--- src/rtl/sertx_pkg.sv ---
package sertx_pkg;

    typedef enum logic [1:0] {
        ST_IDLE = 2'd0,
        ST_SEND = 2'd1
    } tx_state_e;

endpackage

--- src/rtl/sertx_rise_detect.sv ---
module sertx_rise_detect (
    input  logic clk,
    input  logic rst_n,
    input  logic sig_in,
    output logic rise
);

    logic sig_q;

    always_ff @(posedge clk or negedge rst_n) begin
        if (!rst_n) sig_q <= 1'b0;
        else        sig_q <= sig_in;
    end

    assign rise = sig_in & ~sig_q;

endmodule

--- src/rtl/sertx_capture.sv ---
module sertx_capture #(
    parameter int WIDE_W = 20
) (
    input  logic              clk,
    input  logic              rst_n,
    input  logic              clr,
    input  logic              take,
    input  logic              narrow,
    input  logic [WIDE_W-1:0] din,
    output logic [WIDE_W-1:0] word,
    output logic              valid
);

    localparam int HALF_W = WIDE_W / 2;

    logic [WIDE_W-1:0] lane;

    // Narrow mode moves the upper half down to bit 0 so that it is sent first.
    for (genvar i = 0; i < WIDE_W; i++) begin : g_lane
        if (i < HALF_W) begin : g_low
            assign lane[i] = narrow ? din[i+HALF_W] : din[i];
        end else begin : g_high
            assign lane[i] = narrow ? 1'b0 : din[i];
        end
    end

    always_ff @(posedge clk or negedge rst_n) begin
        if (!rst_n) begin
            word  <= '0;
            valid <= 1'b0;
        end else if (clr) begin
            word  <= '0;
            valid <= 1'b0;
        end else if (take) begin
            word  <= lane;
            valid <= 1'b1;
        end
    end

    p_clear_drops_r6: assert property (@(posedge clk) disable iff (!rst_n)
        clr |=> !valid);

    p_narrow_lane_r3: assert property (@(posedge clk) disable iff (!rst_n)
        (take && narrow && !clr) |=> (word[WIDE_W-1:HALF_W] == '0));

endmodule

--- src/rtl/sertx_shift_fsm.sv ---
module sertx_shift_fsm
    import sertx_pkg::*;
#(
    parameter int WIDE_W = 20
) (
    input  logic              clk,
    input  logic              rst_n,
    input  logic              clr,
    input  logic              narrow,
    input  logic [WIDE_W-1:0] word,
    input  logic              valid,
    output logic              bit_o,
    output logic              active,
    output logic              load
);

    localparam int HALF_W = WIDE_W / 2;
    localparam int CW     = $clog2(WIDE_W);

    tx_state_e         state, state_nx;
    logic [WIDE_W-1:0] shreg;
    logic [CW-1:0]     cnt;
    logic [CW-1:0]     last;
    logic              at_end;

    assign last   = narrow ? CW'(HALF_W - 1) : CW'(WIDE_W - 1);
    assign at_end = (cnt == last);

    always_comb begin
        state_nx = state;
        load     = 1'b0;
        unique case (state)
            ST_IDLE: begin
                if (valid) begin
                    load     = 1'b1;
                    state_nx = ST_SEND;
                end
            end
            ST_SEND: begin
                if (at_end) load = 1'b1;
            end
            default: state_nx = ST_IDLE;
        endcase
    end

    always_ff @(posedge clk or negedge rst_n) begin
        if (!rst_n)   state <= ST_IDLE;
        else if (clr) state <= ST_IDLE;
        else          state <= state_nx;
    end

    always_ff @(posedge clk or negedge rst_n) begin
        if (!rst_n) begin
            shreg <= '0;
            cnt   <= '0;
        end else if (clr) begin
            shreg <= '0;
            cnt   <= '0;
        end else if (load) begin
            shreg <= word;
            cnt   <= '0;
        end else if (state == ST_SEND) begin
            shreg <= shreg >> 1;
            cnt   <= cnt + 1'b1;
        end
    end

    assign active = (state == ST_SEND);
    assign bit_o  = active & shreg[0];

    p_cnt_in_range_r2: assert property (@(posedge clk) disable iff (!rst_n || clr)
        active |-> (cnt <= last));

    p_reload_restart_r9: assert property (@(posedge clk) disable iff (!rst_n || clr)
        load |=> (active && cnt == '0));

endmodule

--- src/rtl/sertx_out_stage.sv ---
module sertx_out_stage (
    input  logic clk,
    input  logic rst_n,
    input  logic clr,
    input  logic load,
    input  logic bit_i,
    input  logic oe_main,
    input  logic oe_loop,
    output logic ser_main,
    output logic ser_loop,
    output logic wclk,
    output logic wclk_n
);

    logic wtog;

    always_ff @(posedge clk or negedge rst_n) begin
        if (!rst_n)    wtog <= 1'b0;
        else if (clr)  wtog <= 1'b0;
        else if (load) wtog <= ~wtog;
    end

    assign wclk     = wtog;
    assign wclk_n   = ~wtog;
    assign ser_main = oe_main & bit_i;
    assign ser_loop = oe_loop & bit_i;

    p_wclk_flip_r7: assert property (@(posedge clk) disable iff (!rst_n)
        (load && !clr) |=> (wclk != $past(wclk)));

    p_wclk_hold_r7: assert property (@(posedge clk) disable iff (!rst_n)
        (!load && !clr) |=> $stable(wclk));

endmodule

--- src/rtl/widesel_serializer.sv ---
module widesel_serializer #(
    parameter int WIDE_W = 20
) (
    input  logic              clk_bit,
    input  logic              rst_n,
    input  logic              ref_wclk,
    input  logic              width_sel,
    input  logic [WIDE_W-1:0] pdata,
    input  logic              oe_main,
    input  logic              oe_loop,
    output logic              ser_main,
    output logic              ser_loop,
    output logic              wclk_out,
    output logic              wclk_out_n
);

    logic ref_rise;
    logic sel_rise;
    logic [WIDE_W-1:0] held;
    logic held_ok;
    logic bit_s;
    logic act_s;
    logic load_s;

    sertx_rise_detect u_ref_edge (
        .clk(clk_bit), .rst_n(rst_n), .sig_in(ref_wclk), .rise(ref_rise)
    );

    sertx_rise_detect u_sel_edge (
        .clk(clk_bit), .rst_n(rst_n), .sig_in(width_sel), .rise(sel_rise)
    );

    sertx_capture #(.WIDE_W(WIDE_W)) u_cap (
        .clk(clk_bit), .rst_n(rst_n), .clr(sel_rise), .take(ref_rise),
        .narrow(width_sel), .din(pdata), .word(held), .valid(held_ok)
    );

    sertx_shift_fsm #(.WIDE_W(WIDE_W)) u_fsm (
        .clk(clk_bit), .rst_n(rst_n), .clr(sel_rise), .narrow(width_sel),
        .word(held), .valid(held_ok), .bit_o(bit_s), .active(act_s), .load(load_s)
    );

    sertx_out_stage u_out (
        .clk(clk_bit), .rst_n(rst_n), .clr(sel_rise), .load(load_s), .bit_i(bit_s),
        .oe_main(oe_main), .oe_loop(oe_loop), .ser_main(ser_main),
        .ser_loop(ser_loop), .wclk(wclk_out), .wclk_n(wclk_out_n)
    );

    p_off_low_r4: assert property (@(posedge clk_bit) disable iff (!rst_n)
        !oe_main |-> !ser_main);

    p_loop_same_r5: assert property (@(posedge clk_bit) disable iff (!rst_n)
        (oe_main && oe_loop) |-> (ser_main == ser_loop));

    p_sel_rise_idle_r6: assert property (@(posedge clk_bit) disable iff (!rst_n)
        $rose(width_sel) |=> (!ser_main && !ser_loop && !wclk_out));

    p_idle_quiet_r8: assert property (@(posedge clk_bit) disable iff (!rst_n)
        !act_s |-> (!ser_main && !ser_loop));

endmodule

--- config.mk ---
export PLATFORM = sky130hd
export DESIGN_NAME = widesel_serializer
export DESIGN_NICKNAME = d
export VERILOG_FILES = /design/src/rtl/sertx_pkg.sv /design/src/rtl/sertx_rise_detect.sv /design/src/rtl/sertx_capture.sv /design/src/rtl/sertx_shift_fsm.sv /design/src/rtl/sertx_out_stage.sv /design/src/rtl/widesel_serializer.sv
export SDC_FILE = /design/constraint.sdc
export NUM_CORES = 1
export LEC_CHECK = 0
export BUFFER_PORTS_ARGS = -buffer_cell sky130_fd_sc_hd__buf_2
export CORE_MARGIN = 5
export CORE_UTILIZATION = 58
export CTS_CLUSTER_SIZE = 8
export DETAILED_ROUTE_END_ITERATION = 10
export GPL_ROUTABILITY_DRIVEN = 0
export PLACE_DENSITY = 0.83
export SYNTH_ARGS = -nofsm -noshare
export SYNTH_HDL_FRONTEND = slang
export SYNTH_HIERARCHICAL = 1
export SYNTH_SLANG_ARGS = --single-unit
--- constraint.sdc ---
create_clock -name clk_bit -period 1.9 [get_ports clk_bit]
set_input_delay 0.38 -clock clk_bit [delete_from_list [all_inputs] [get_ports clk_bit]]
set_output_delay 0.38 -clock clk_bit [all_outputs]
set_load 0.005 [all_outputs]
==> results.toml <==
[outcome]
status = "complete, no violations"

[synth]
syn-instance-count = 251
synth.most_common_cell = "dfrtp_1"
avgSynthCellArea_um2 = 10.7
synth_area_leader_cell = "dfrtp_1"
syn_nets = 278
synthArstFlopShare_pct = 100
netlist.area_leader.share_pct = 46.6
synthSimpleGateAreaFrac_pct = 17.3
yosysSeqAreaShare_pct = 46.6
synthTopCellsByArea = "dfrtp_1 (47%), a211oi_1 (13%), mux2i_1 (12%), nor2b_1 (4.7%), nand3b_1 (2.8%)"
synth_common_cells = "dfrtp_1 (50), a211oi_1 (47), mux2i_1 (32)"
synth_adder_area_share_pct = 0.466
muxShareOfSynthArea_pct = 11.9
synth_top_family_by_area = "compound AO/OA/AOI/OAI gates"
synth-main-ff-cell = "dfrtp_1"
ys_warn_count = 6
synth_xor_area_share_pct = 0.326
synth_cell_types = 35
synth_area_um2 = 2680
synth_compound_area_share_pct = 17.9
synth_seq_cells = 50
synth_edf_count = 0

[floorplanning]
dieArea_um2 = 6090
dieHeight_um = 78.0
initial_core_util_pct = 60.8
core_um2 = 4410
ioPinCount = 30
rows = 24
die_x_um = 78.0

[clock_network]
cts_buffers = 5
clock_path_buffers = 2
clockRootBuffer = "clkbuf_8"
cts_hold_buf = 0
cts-resized-gates = 0
cts_setup_buffers = 0
cts_sinks = 50
cts_max_level = 2
tritoncts = "yes"
clk_latency_ns = 0.30
path_clk_slew_ns = 0.09

[timing]
period_share_pct = 89.1
finClkSkew_ns = 0.00455
tightest_slew_ns = 0.430
max_freq_ghz = 0.591
maxSlewViolCount = 0
fin_crit_ns = 1.69
slew_headroom_pct = 71.4
rsz0062_at_grt = "no"
setup_viol = 0
whs_ns = 0.00509
hold_violations = 0
fin_setup_tns_ns = 0

[pwr]
leakage_nw = 1.38
peakVddDrop_uv = 684
powerDensity_nw_per_um2 = 857

[critical_path]
crit_type = "reg2reg"
crit_path_max_fanout = 20
crit_start = "u_fsm/cnt[3]"
cp-start-kind = "register"
slowest_stage = "dfrtp_1"
required_ns = 2.10
cp_num_buf_inv = 1
endpoint_kind = "register"
rrSetupSlack_ns = 0.21
path_depth = 5
r2r-start = "u_fsm/cnt[3]"
crit_end = "u_fsm/shreg[9]"
slowest_delay_ns = 0.45
r2r_end = "u_fsm/shreg[9]"
path_cells = "and4bb_2, o21ai_4, buf_12, mux2i_1, a211oi_1"
cp_data_arrival_time_ns = 1.90
rr_worst_depth = 5
critPathTopFamily = "compound AO/OA/AOI/OAI gates"

[final_layout]
areaGrowthSynthToFinish_pct = 9.42
regArea_um2 = 1250
drive_gt1_share_pct = 17.6
fill_cells = 332
multiInputGateArea_um2 = 1290
final_nets = 299
antenna_cells = 0

[global_routing]
grt_pass1_vias = 1896
grt_use_total_pct = 19.6
grt_pass1_wl_um = 9520
antenna_found_initial = 0
gr-total-overflow = 0
grt_max_degree = 49

[job]
drv_cap = 0

[detailed_routing]
vias_per_cell = 6.03
vias = 1961
wire_per_inst_um = 17.1
drc = 0
drtIter0Drc = 198
ant_nets = 0
first_pass_iters = 4
finalWirelength_um = 5570

[placement]
io_buffer_count = 29
dpl.hpwl_um = 3730

[min_path]
hold_path.class = "in2async"
[cells in the final DEF, fill, tap and decap left out, drive strengths merged, types with 7 or more instances in the layout]
cell type / netlist / routed
dfrtp: 50 / 50
a211oi: 48 / 48
buf: 11 / 36
mux2i: 32 / 32
nor2b: 22 / 22
nor2: 19 / 19
a21oi: 13 / 13
nand2b: 10 / 10
nand3b: 10 / 10
clkbuf: 11 / 7
[sequential cells by signal, indices dropped and copies added (netlist names)]
| register | cells |
|---|---|
| u_cap/word | 20 |
| u_fsm/cnt | 5 |
| u_out/wclk | 1 |
| u_sel_edge/sig_q | 1 |
| u_fsm/state | 1 |
| u_ref_edge/sig_q | 1 |
| u_cap/valid | 1 |
| u_fsm/shreg | 20 |
[metal layers]
layer | global-route usage, % | vias to the layer above | wire, um
li1 | - | 961 | -
met1 | 29.3 | 938 | 2640
met2 | 27.8 | 55 | 2560
met3 | 4.46 | 7 | 265
met4 | 7.43 | 0 | 99
met5 | 0 | - | 0
[where the power goes]
part           total [mW]  leakage [nW]  internal [mW]  switching [mW]
Clock               0.626        0.0482          0.294           0.332
Combinational       0.551         0.690          0.264           0.287
Sequential           1.34         0.642           1.22           0.125
Total                2.52          1.38           1.77           0.744
[final cells by class]
| type | instances | share of cell area (%) |
|---|---|---|
| Clock buffer | 7 | 2.94 |
| Clock inverter | 1 | 0.170 |
| Inverter | 2 | 0.256 |
| Multi-Input combinational cell | 177 | 43.8 |
| Sequential cell | 50 | 42.6 |
| Tap cell | 52 | 2.22 |
| Timing Repair Buffer | 36 | 8.01 |
[cell families (layout without fill, tap and decap cells)]
family,after synthesis,in the layout
AOI/OAI and AO/OA,67,67
and+or+nand+nor,76,76
muxes,32,32
buffers and inverters,24,46
DFF,50,50
xor gates and xnor gates,1,1
adders and majority gates,1,1
[through the flow]
step	utilization, %	cell area, um^2	std cells	total power [mW]	setup WS, ns
floorplan	-	2680	251	1.73	0.362
global placement	64.5	2850	317	1.87	0.265
detailed placement	64.5	2850	317	1.91	0.191
CTS	66.5	2940	325	2.54	0.205
global route	66.5	2940	325	2.69	0.0876
finish	66.5	2940	325	2.52	0.207
[how the worst min path moves through the flow]
stage | from | endpoint | slack (ns) | cells past startpoint
3_3_place_gp | rst_n | u_sel_edge/sig_q | 0.34 | 1
2_1_floorplan | rst_n | u_cap/valid | 0.08 | 0
4_1_cts | rst_n | u_sel_edge/sig_q | 0.007 | 1
5_1_grt | rst_n | u_out/wclk | 0.03 | 1
3_5_place_dp | rst_n | u_sel_edge/sig_q | 0.34 | 1
6_report | rst_n | u_fsm/cnt[4] | 0.005 | 1
(Power assumes the default switching activity.)
